===== src/rtl/scopy_pkg.sv =====
// Package: shared register indices for the strided copy engine.
// Assumes a word-indexed register file of at most eight entries.
package scopy_pkg;
    typedef enum logic [2:0] {
        REG_SRC_BASE  = 3'd0,
        REG_DST_BASE  = 3'd1,
        REG_COUNT     = 3'd2,
        REG_SRC_SHAPE = 3'd3,
        REG_DST_SHAPE = 3'd4,
        REG_FLAGS     = 3'd5,
        REG_CTRL      = 3'd6
    } scopy_reg_e;

    localparam int CTRL_BUSY_BIT = 0;
    localparam int CTRL_DONE_BIT = 8;
    localparam int CTRL_ERR_BIT  = 9;
    localparam int FLAG_GAP_BIT  = 2;
    localparam int BEAT_BYTES    = 16;
    localparam int MIN_FLAT      = 16;
    localparam int MIN_GAPPED    = 192;
endpackage


===== src/rtl/scopy_agen.sv =====
// Module: per-side address walker. It latches the base address, line width,
// gap and mode on load, then advances one beat on each step.
// Assumes the width is nonzero whenever gapped mode is loaded.
module scopy_agen #(
    parameter int AW = 32,
    parameter int LW = 16
) (
    input  logic          clk,
    input  logic          rst_n,
    input  logic          load,
    input  logic [AW-1:0] base,
    input  logic [LW-1:0] width,
    input  logic [LW-1:0] gap,
    input  logic          gapped,
    input  logic          step,
    output logic [AW-1:0] addr
);
    logic [LW-1:0] col;
    logic [LW-1:0] width_q;
    logic [LW-1:0] gap_q;
    logic          gapped_q;
    logic          line_end;

    // Last beat of a line, only meaningful in gapped mode.
    assign line_end = gapped_q && (col == width_q - LW'(1));

    // Latch the line shape at load time and walk the address per beat.
    always_ff @(posedge clk) begin
        if (!rst_n) begin
            addr     <= '0;
            col      <= '0;
            width_q  <= '0;
            gap_q    <= '0;
            gapped_q <= 1'b0;
        end else if (load) begin
            addr     <= base;
            col      <= '0;
            width_q  <= width;
            gap_q    <= gap;
            gapped_q <= gapped;
        end else if (step) begin
            if (line_end) begin
                col  <= '0;
                addr <= addr + ((AW'(gap_q) + AW'(1)) << 4);
            end else begin
                col  <= col + LW'(1);
                addr <= addr + AW'(16);
            end
        end
    end
endmodule


===== src/rtl/scopy_fifo.sv =====
// Module: small synchronous FIFO that holds beats between read and write.
// Assumes DEPTH is a power of two and the caller never pushes when full.
module scopy_fifo #(
    parameter int DW    = 128,
    parameter int DEPTH = 4
) (
    input  logic          clk,
    input  logic          rst_n,
    input  logic          push,
    input  logic [DW-1:0] din,
    input  logic          pop,
    output logic [DW-1:0] dout,
    output logic          empty
);
    localparam int PW = $clog2(DEPTH);
    localparam int CW = $clog2(DEPTH + 1);

    logic [DW-1:0] mem [DEPTH];
    logic [PW-1:0] wp, rp;
    logic [CW-1:0] cnt;

    assign dout  = mem[rp];
    assign empty = (cnt == '0);

    // Storage write, no reset needed.
    always_ff @(posedge clk) begin
        if (push) mem[wp] <= din;
    end

    // Pointer and occupancy update.
    always_ff @(posedge clk) begin
        if (!rst_n) begin
            wp  <= '0;
            rp  <= '0;
            cnt <= '0;
        end else begin
            if (push) wp <= wp + PW'(1);
            if (pop)  rp <= rp + PW'(1);
            cnt <= cnt + CW'(push) - CW'(pop);
        end
    end
endmodule


===== src/rtl/scopy_engine.sv =====
// Module: strided line copy engine top. It holds the register file, checks
// the parameters at launch, issues credited reads and drains the FIFO to writes.
// Assumes read responses arrive in order, one per accepted request.
module scopy_engine
    import scopy_pkg::*;
#(
    parameter int AW         = 32,
    parameter int DW         = 128,
    parameter int FIFO_DEPTH = 4
) (
    input  logic          clk,
    input  logic          rst_n,
    input  logic          reg_we,
    input  logic [2:0]    reg_addr,
    input  logic [31:0]   reg_wdata,
    output logic [31:0]   reg_rdata,
    output logic          rd_valid,
    input  logic          rd_ready,
    output logic [AW-1:0] rd_addr,
    input  logic          rd_rvalid,
    input  logic [DW-1:0] rd_rdata,
    output logic          wr_valid,
    input  logic          wr_ready,
    output logic [AW-1:0] wr_addr,
    output logic [DW-1:0] wr_data,
    output logic          irq
);
    localparam int OCC_W = $clog2(FIFO_DEPTH + 1);
    localparam int LW    = 16;

    logic [31:0] r_src, r_dst, r_count, r_sshape, r_dshape, r_flags;
    logic        busy, done, err;
    logic [31:0] beats, rd_left, wr_left;
    logic [OCC_W-1:0] occ;
    logic        gapped, legal, start_req, launch;
    logic        rd_fire, wr_fire, fifo_empty;

    assign gapped    = r_flags[FLAG_GAP_BIT];
    assign beats     = {4'b0, r_count[31:4]} + {31'b0, |r_count[3:0]};
    assign legal     = gapped ? ((r_count >= 32'(MIN_GAPPED)) &&
                                 (r_sshape[LW-1:0] != '0) && (r_dshape[LW-1:0] != '0))
                              : (r_count >= 32'(MIN_FLAT));
    assign start_req = reg_we && (reg_addr == REG_CTRL) && reg_wdata[0] && !busy;
    assign launch    = start_req && legal;
    assign rd_valid  = busy && (rd_left != '0) && (occ < OCC_W'(FIFO_DEPTH));
    assign wr_valid  = !fifo_empty;
    assign rd_fire   = rd_valid && rd_ready;
    assign wr_fire   = wr_valid && wr_ready;

    // Configuration register writes, taken only while idle.
    always_ff @(posedge clk) begin
        if (!rst_n) begin
            r_src <= '0; r_dst <= '0; r_count <= '0;
            r_sshape <= '0; r_dshape <= '0; r_flags <= '0;
        end else if (reg_we && !busy) begin
            case (reg_addr)
                REG_SRC_BASE:  r_src    <= reg_wdata;
                REG_DST_BASE:  r_dst    <= reg_wdata;
                REG_COUNT:     r_count  <= reg_wdata;
                REG_SRC_SHAPE: r_sshape <= reg_wdata;
                REG_DST_SHAPE: r_dshape <= reg_wdata;
                REG_FLAGS:     r_flags  <= reg_wdata;
                default: ;
            endcase
        end
    end

    // Register read mux.
    always_comb begin
        case (reg_addr)
            REG_SRC_BASE:  reg_rdata = r_src;
            REG_DST_BASE:  reg_rdata = r_dst;
            REG_COUNT:     reg_rdata = r_count;
            REG_SRC_SHAPE: reg_rdata = r_sshape;
            REG_DST_SHAPE: reg_rdata = r_dshape;
            REG_FLAGS:     reg_rdata = r_flags;
            REG_CTRL:      reg_rdata = {22'b0, err, done, 7'b0, busy};
            default:       reg_rdata = '0;
        endcase
    end

    // Launch, refusal and completion control with the interrupt pulse.
    always_ff @(posedge clk) begin
        if (!rst_n) begin
            busy <= 1'b0; done <= 1'b0; err <= 1'b0; irq <= 1'b0;
            wr_left <= '0;
        end else begin
            irq <= 1'b0;
            if (start_req) begin
                if (legal) begin
                    busy <= 1'b1; done <= 1'b0; err <= 1'b0;
                    wr_left <= beats;
                end else begin
                    done <= 1'b1; err <= 1'b1; irq <= 1'b1;
                end
            end else if (busy && wr_fire) begin
                wr_left <= wr_left - 32'd1;
                if (wr_left == 32'd1) begin
                    busy <= 1'b0; done <= 1'b1; irq <= 1'b1;
                end
            end
        end
    end

    // Remaining read beats to request.
    always_ff @(posedge clk) begin
        if (!rst_n)       rd_left <= '0;
        else if (launch)  rd_left <= beats;
        else if (rd_fire) rd_left <= rd_left - 32'd1;
    end

    // Credit: reads issued but not yet written out, bounded by FIFO depth.
    always_ff @(posedge clk) begin
        if (!rst_n) occ <= '0;
        else        occ <= occ + OCC_W'(rd_fire) - OCC_W'(wr_fire);
    end

    scopy_agen #(.AW(AW), .LW(LW)) u_src_agen (
        .clk(clk), .rst_n(rst_n), .load(launch),
        .base(AW'({r_src, 3'b000})), .width(r_sshape[15:0]), .gap(r_sshape[31:16]),
        .gapped(gapped), .step(rd_fire), .addr(rd_addr)
    );

    scopy_agen #(.AW(AW), .LW(LW)) u_dst_agen (
        .clk(clk), .rst_n(rst_n), .load(launch),
        .base(AW'({r_dst, 3'b000})), .width(r_dshape[15:0]), .gap(r_dshape[31:16]),
        .gapped(gapped), .step(wr_fire), .addr(wr_addr)
    );

    scopy_fifo #(.DW(DW), .DEPTH(FIFO_DEPTH)) u_fifo (
        .clk(clk), .rst_n(rst_n), .push(rd_rvalid), .din(rd_rdata),
        .pop(wr_fire), .dout(wr_data), .empty(fifo_empty)
    );
endmodule


===== config.mk =====
export PLATFORM = sky130hd
export DESIGN_NAME = scopy_engine
export DESIGN_NICKNAME = d
export VERILOG_FILES = /design/src/rtl/scopy_pkg.sv /design/src/rtl/scopy_agen.sv /design/src/rtl/scopy_fifo.sv /design/src/rtl/scopy_engine.sv
export SDC_FILE = /design/constraint.sdc
export NUM_CORES = 2
export LEC_CHECK = 0
export ABC_AREA = 1
export BUFFER_PORTS_ARGS = -buffer_cell sky130_fd_sc_hd__buf_2
export CAP_MARGIN = 20
export CORE_AREA = 3 3 315 317
export CTS_CLUSTER_SIZE = 20
export DETAILED_ROUTE_END_ITERATION = 10
export DIE_AREA = 0 0 318 320
export GPL_TIMING_DRIVEN = 0
export SYNTH_ARGS = -nofsm -noshare
export SYNTH_HDL_FRONTEND = slang
export SYNTH_SLANG_ARGS = --single-unit

===== constraint.sdc =====
create_clock -name clk -period 7.7 [get_ports clk]
set_clock_uncertainty 0.1 [all_clocks]
set_input_delay 0.385 -clock clk [delete_from_list [all_inputs] [get_ports clk]]
set_output_delay 0.385 -clock clk [all_outputs]
set_load 0.05 [all_outputs]

==> results.yml <==
yosys:
  async_flop_share: 0
  synth_top_area_frac: 0.355
  yosys_warnings: 0
  synth_flop_cell: "edfxtp_1"
  yosys.area.top_type: "edfxtp_1"
  synth-seq-cells: 939
  yosys-top-cells-count: "883 x nor2_1, 816 x nand2_1, 616 x o21ai_0"
  synthTopCellsByArea: "edfxtp_1 35%, dfxtp_1 20%, nor2_1 7.7%"
  synth_cells: 5031
  synth_edf_count: 512
  ys_types: 55
  synth.avg_cell_area_um2: 8.61
  seq_area_frac_synth: 0.552
  post-synth-top-count-cell: "nor2_1"
  syn_area_um2: 43300
timing:
  maxSlewHeadroom: 0.260
  finalCriticalPeriod_ps: 4380
  max_freq_mhz: 228
  setup_viol: 0
  timing.final.crit_share: 0.569
  finalHoldViolCount: 0
  tightest_slew_ps: 1110
  finalMaxSlewViolations: 0
  rsz0062_at_grt: "false"
  tns_ps: 0
  worst_slack_ps: 3320
placed_design:
  dp_slack_ps: 3560
  dp_cells: 6705
  dpl.hpwl_um: 119000
  place_congestion: 1.02
  io_buffers: 388
clock_network:
  postCtsSetupRepairBufs: 0
  clk_path_buf_depth: 3
  htreeDepth: 3
  clkSinkCount: 939
  clk_latency_ps: 700
  cts_tree: "yes"
  cts_made_buffers: 102
  path_clk_slew_ps: 60
  cts_root_buf: "clkbuf_16"
  ctsResizeCount: 0
power_and_ir_drop:
  internal-power_w: 0.00902
  power_frac_seq: 0.408
  powerDensity_nw_per_um2: 264
  netSwitchingPower_w: 0.00467
  p_leak_nw: 20.8
  pwr-share-comb: 0.233
  switching_share: 0.341
  p_clk_frac: 0.359
  max-vdd-ir-drop_mv: 0.259
setup_path:
  cp.arrival_ps: 3900
  worstReg2RegStart: "u_dst_agen.width_q[0]$_SDFFE_PN0P_"
  slowest_stage: "clkbuf_1"
  worstPathMaxFanout: 10
  worstPathRequired_ps: 7210
  cp-end-kind: "output pin"
  r2r_end: "u_dst_agen.addr[27]$_SDFFE_PN0P_"
  crit_family: "buffers and inverters"
  crit_top_cell: "buf_2"
  path_buf_inv: 5
  cp-start-kind: "flop"
  reg2reg_depth: 22
  critPathMaxStageDelay_ps: 670
  worstSetupPathDepth: 7
  r2r_slack_ps: 3410
  worstSetupPathType: "reg -> out"
  endpoint: "wr_data[110]"
  crit_chain: "buf_2 -> clkbuf_1 -> buf_2 -> clkbuf_1 -> nor2_1 -> o22ai_1 -> buf_2"
routing:
  detail_route.vias_per_cell: 5.53
  drt_wl_total_um: 162000
  vias: 39000
  dr.pass1.iters: 6
  wl_per_cell_um: 22.9
  drc: 0
  ant_nets: 0
  drt-initial-drc-count: 3976
global_route:
  grt_overflow: 0
  antenna_found_initial: 18
  grt_first_pass_wirelength_um: 237000
  grt_max_degree: 83
  grt_pass1_vias: 37000
  grtUsageTotal: 0.308
floorplanning:
  die_w_um: 318
  die_h_um: 320
  die-area_um2: 102000
  io_pins: 396
  core_um2: 96600
  start_util: 0.449
  num_rows: 114
layout:
  layout.nets: 5916
  area_delta_synth_final_pct: 19.9
  drive_above_1_share: 0.118
  instances_no_fill: 7053
run_status:
  outcome: "complete, no violations"
hold_path:
  hold_path_class: "in -> reg"
run:
  cap_violations: 0
==> metrics by stage <==
stage | power [W] | cell area [µm²] | utilization | hold WS (ps)
floorplan | 0.00775 | 43300 | - | 323
finish | 0.0137 | 51900 | 0.538 | 43.2
CTS | 0.0137 | 51900 | 0.538 | 0.834
global route | 0.0142 | 51900 | 0.538 | 33.6
detailed placement | 0.00879 | 47000 | 0.487 | 348
global placement | 0.00878 | 46900 | 0.485 | 341
==> registers in the layout (all words and copies together), names as in the netlist, 29 cells and up, named ones only <==
name and flops:
u_dst_agen.addr 29, r_dst 32, r_dshape 32, r_sshape 32, u_src_agen.addr 29, r_src 32, r_count 32, rd_left 32
u_fifo.mem 512, r_flags 32, wr_left 32
==> timing repair <==
action                     in CTS  in global routing
hold buffers                  156                  0
setup endpoints to repair       0                  0
hold endpoints to repair      604                  0
==> cell type report <==
class	count	area, µm²
diodes	9	22.5
plain buffers	248	1080
clock buffers	135	2800
clock inverters	48	533
fillers	9118	44600
inverters	416	1580
multi-input cells	3433	16800
flip-flops and latches	939	23900
well taps	1276	1600
repair buffers	549	3620
==> cells by family after synthesis <==
group / after synthesis / share of synthesized area
AO/OA/AOI/OAI: 1142 / 0.142
XOR/XNOR: 142 / 0.0287
adder cells (fa/ha/maj): 58 / 0.0174
buffers and inverters: 664 / 0.0609
flip-flops: 939 / 0.552
multiplexers: 2 / 0.000462
other: 1 / 0.0000866
AND/OR/NAND/NOR: 2083 / 0.198
==> worst min path at each step <==
stage                                       start                             end  cells past startpoint
after floorplan                 occ[2]$_SDFF_PN0_               occ[2]$_SDFF_PN0_                      1
after global placement          occ[2]$_SDFF_PN0_               occ[2]$_SDFF_PN0_                      1
after detailed placement  r_flags[0]$_SDFFE_PN0P_         r_flags[0]$_SDFFE_PN0P_                      2
after CTS                           reg_wdata[10]          r_dst[10]$_SDFFE_PN0P_                      3
after global routing                reg_wdata[12]        r_flags[12]$_SDFFE_PN0P_                      3
final                                    wr_ready  u_dst_agen.col[1]$_SDFFE_PP0P_                      4
==> worst min-delay path: stages <==
cell and delay [ps]:
buf_2 90, nand2_2 160, nand2_1 100, a21oi_1 60
==> routing by layer <==
metal,up-vias,wire length [µm],track usage
met3,333,16200,0.0780
met2,1746,71800,0.484
met4,16,7500,0.125
li1,18400,-,-
met5,-,100,0
met1,18600,66000,0.407
==> power by group through the flow <==
stage / Sequential [W] / Clock, W / Combinational, W
final: 0.00558 / 0.00492 / 0.00320
after floorplan: 0.00567 / 0 / 0.00208
after CTS: 0.00558 / 0.00497 / 0.00318
after global routing: 0.00559 / 0.00518 / 0.00341
after global placement: 0.00571 / 0 / 0.00308
after detailed placement: 0.00568 / 0 / 0.00310
==> layout by cell type, fill, tap and decap left out, types with 8 or more instances in the layout <==
cell             n
nor2_1         883
clkbuf_1       197
inv_1          391
xnor2_1         37
nand4_1         61
clkbuf_16      104
o21ai_0        616
nor2_2          11
ha_1            54
diode_2          9
clkbuf_8         8
buf_2          428
or2_2           12
o21ai_1          9
dlygate4sd3_1  156
nand2_2          8
dfxtp_1        427
clkinv_2        18
nand3b_1        14
buf_1           12
buf_4           13
nand3_1        183
o22ai_1        155
o211ai_1        12
nor3_1          58
edfxtp_1       512
a221oi_1        19
nor3b_1          8
clkinv_1        11
o2111ai_1       10
xor2_1         105
a31oi_1         15
nand2_1        816
inv_2           20
a21oi_1        282
Power figures use the tool's default switching activity.
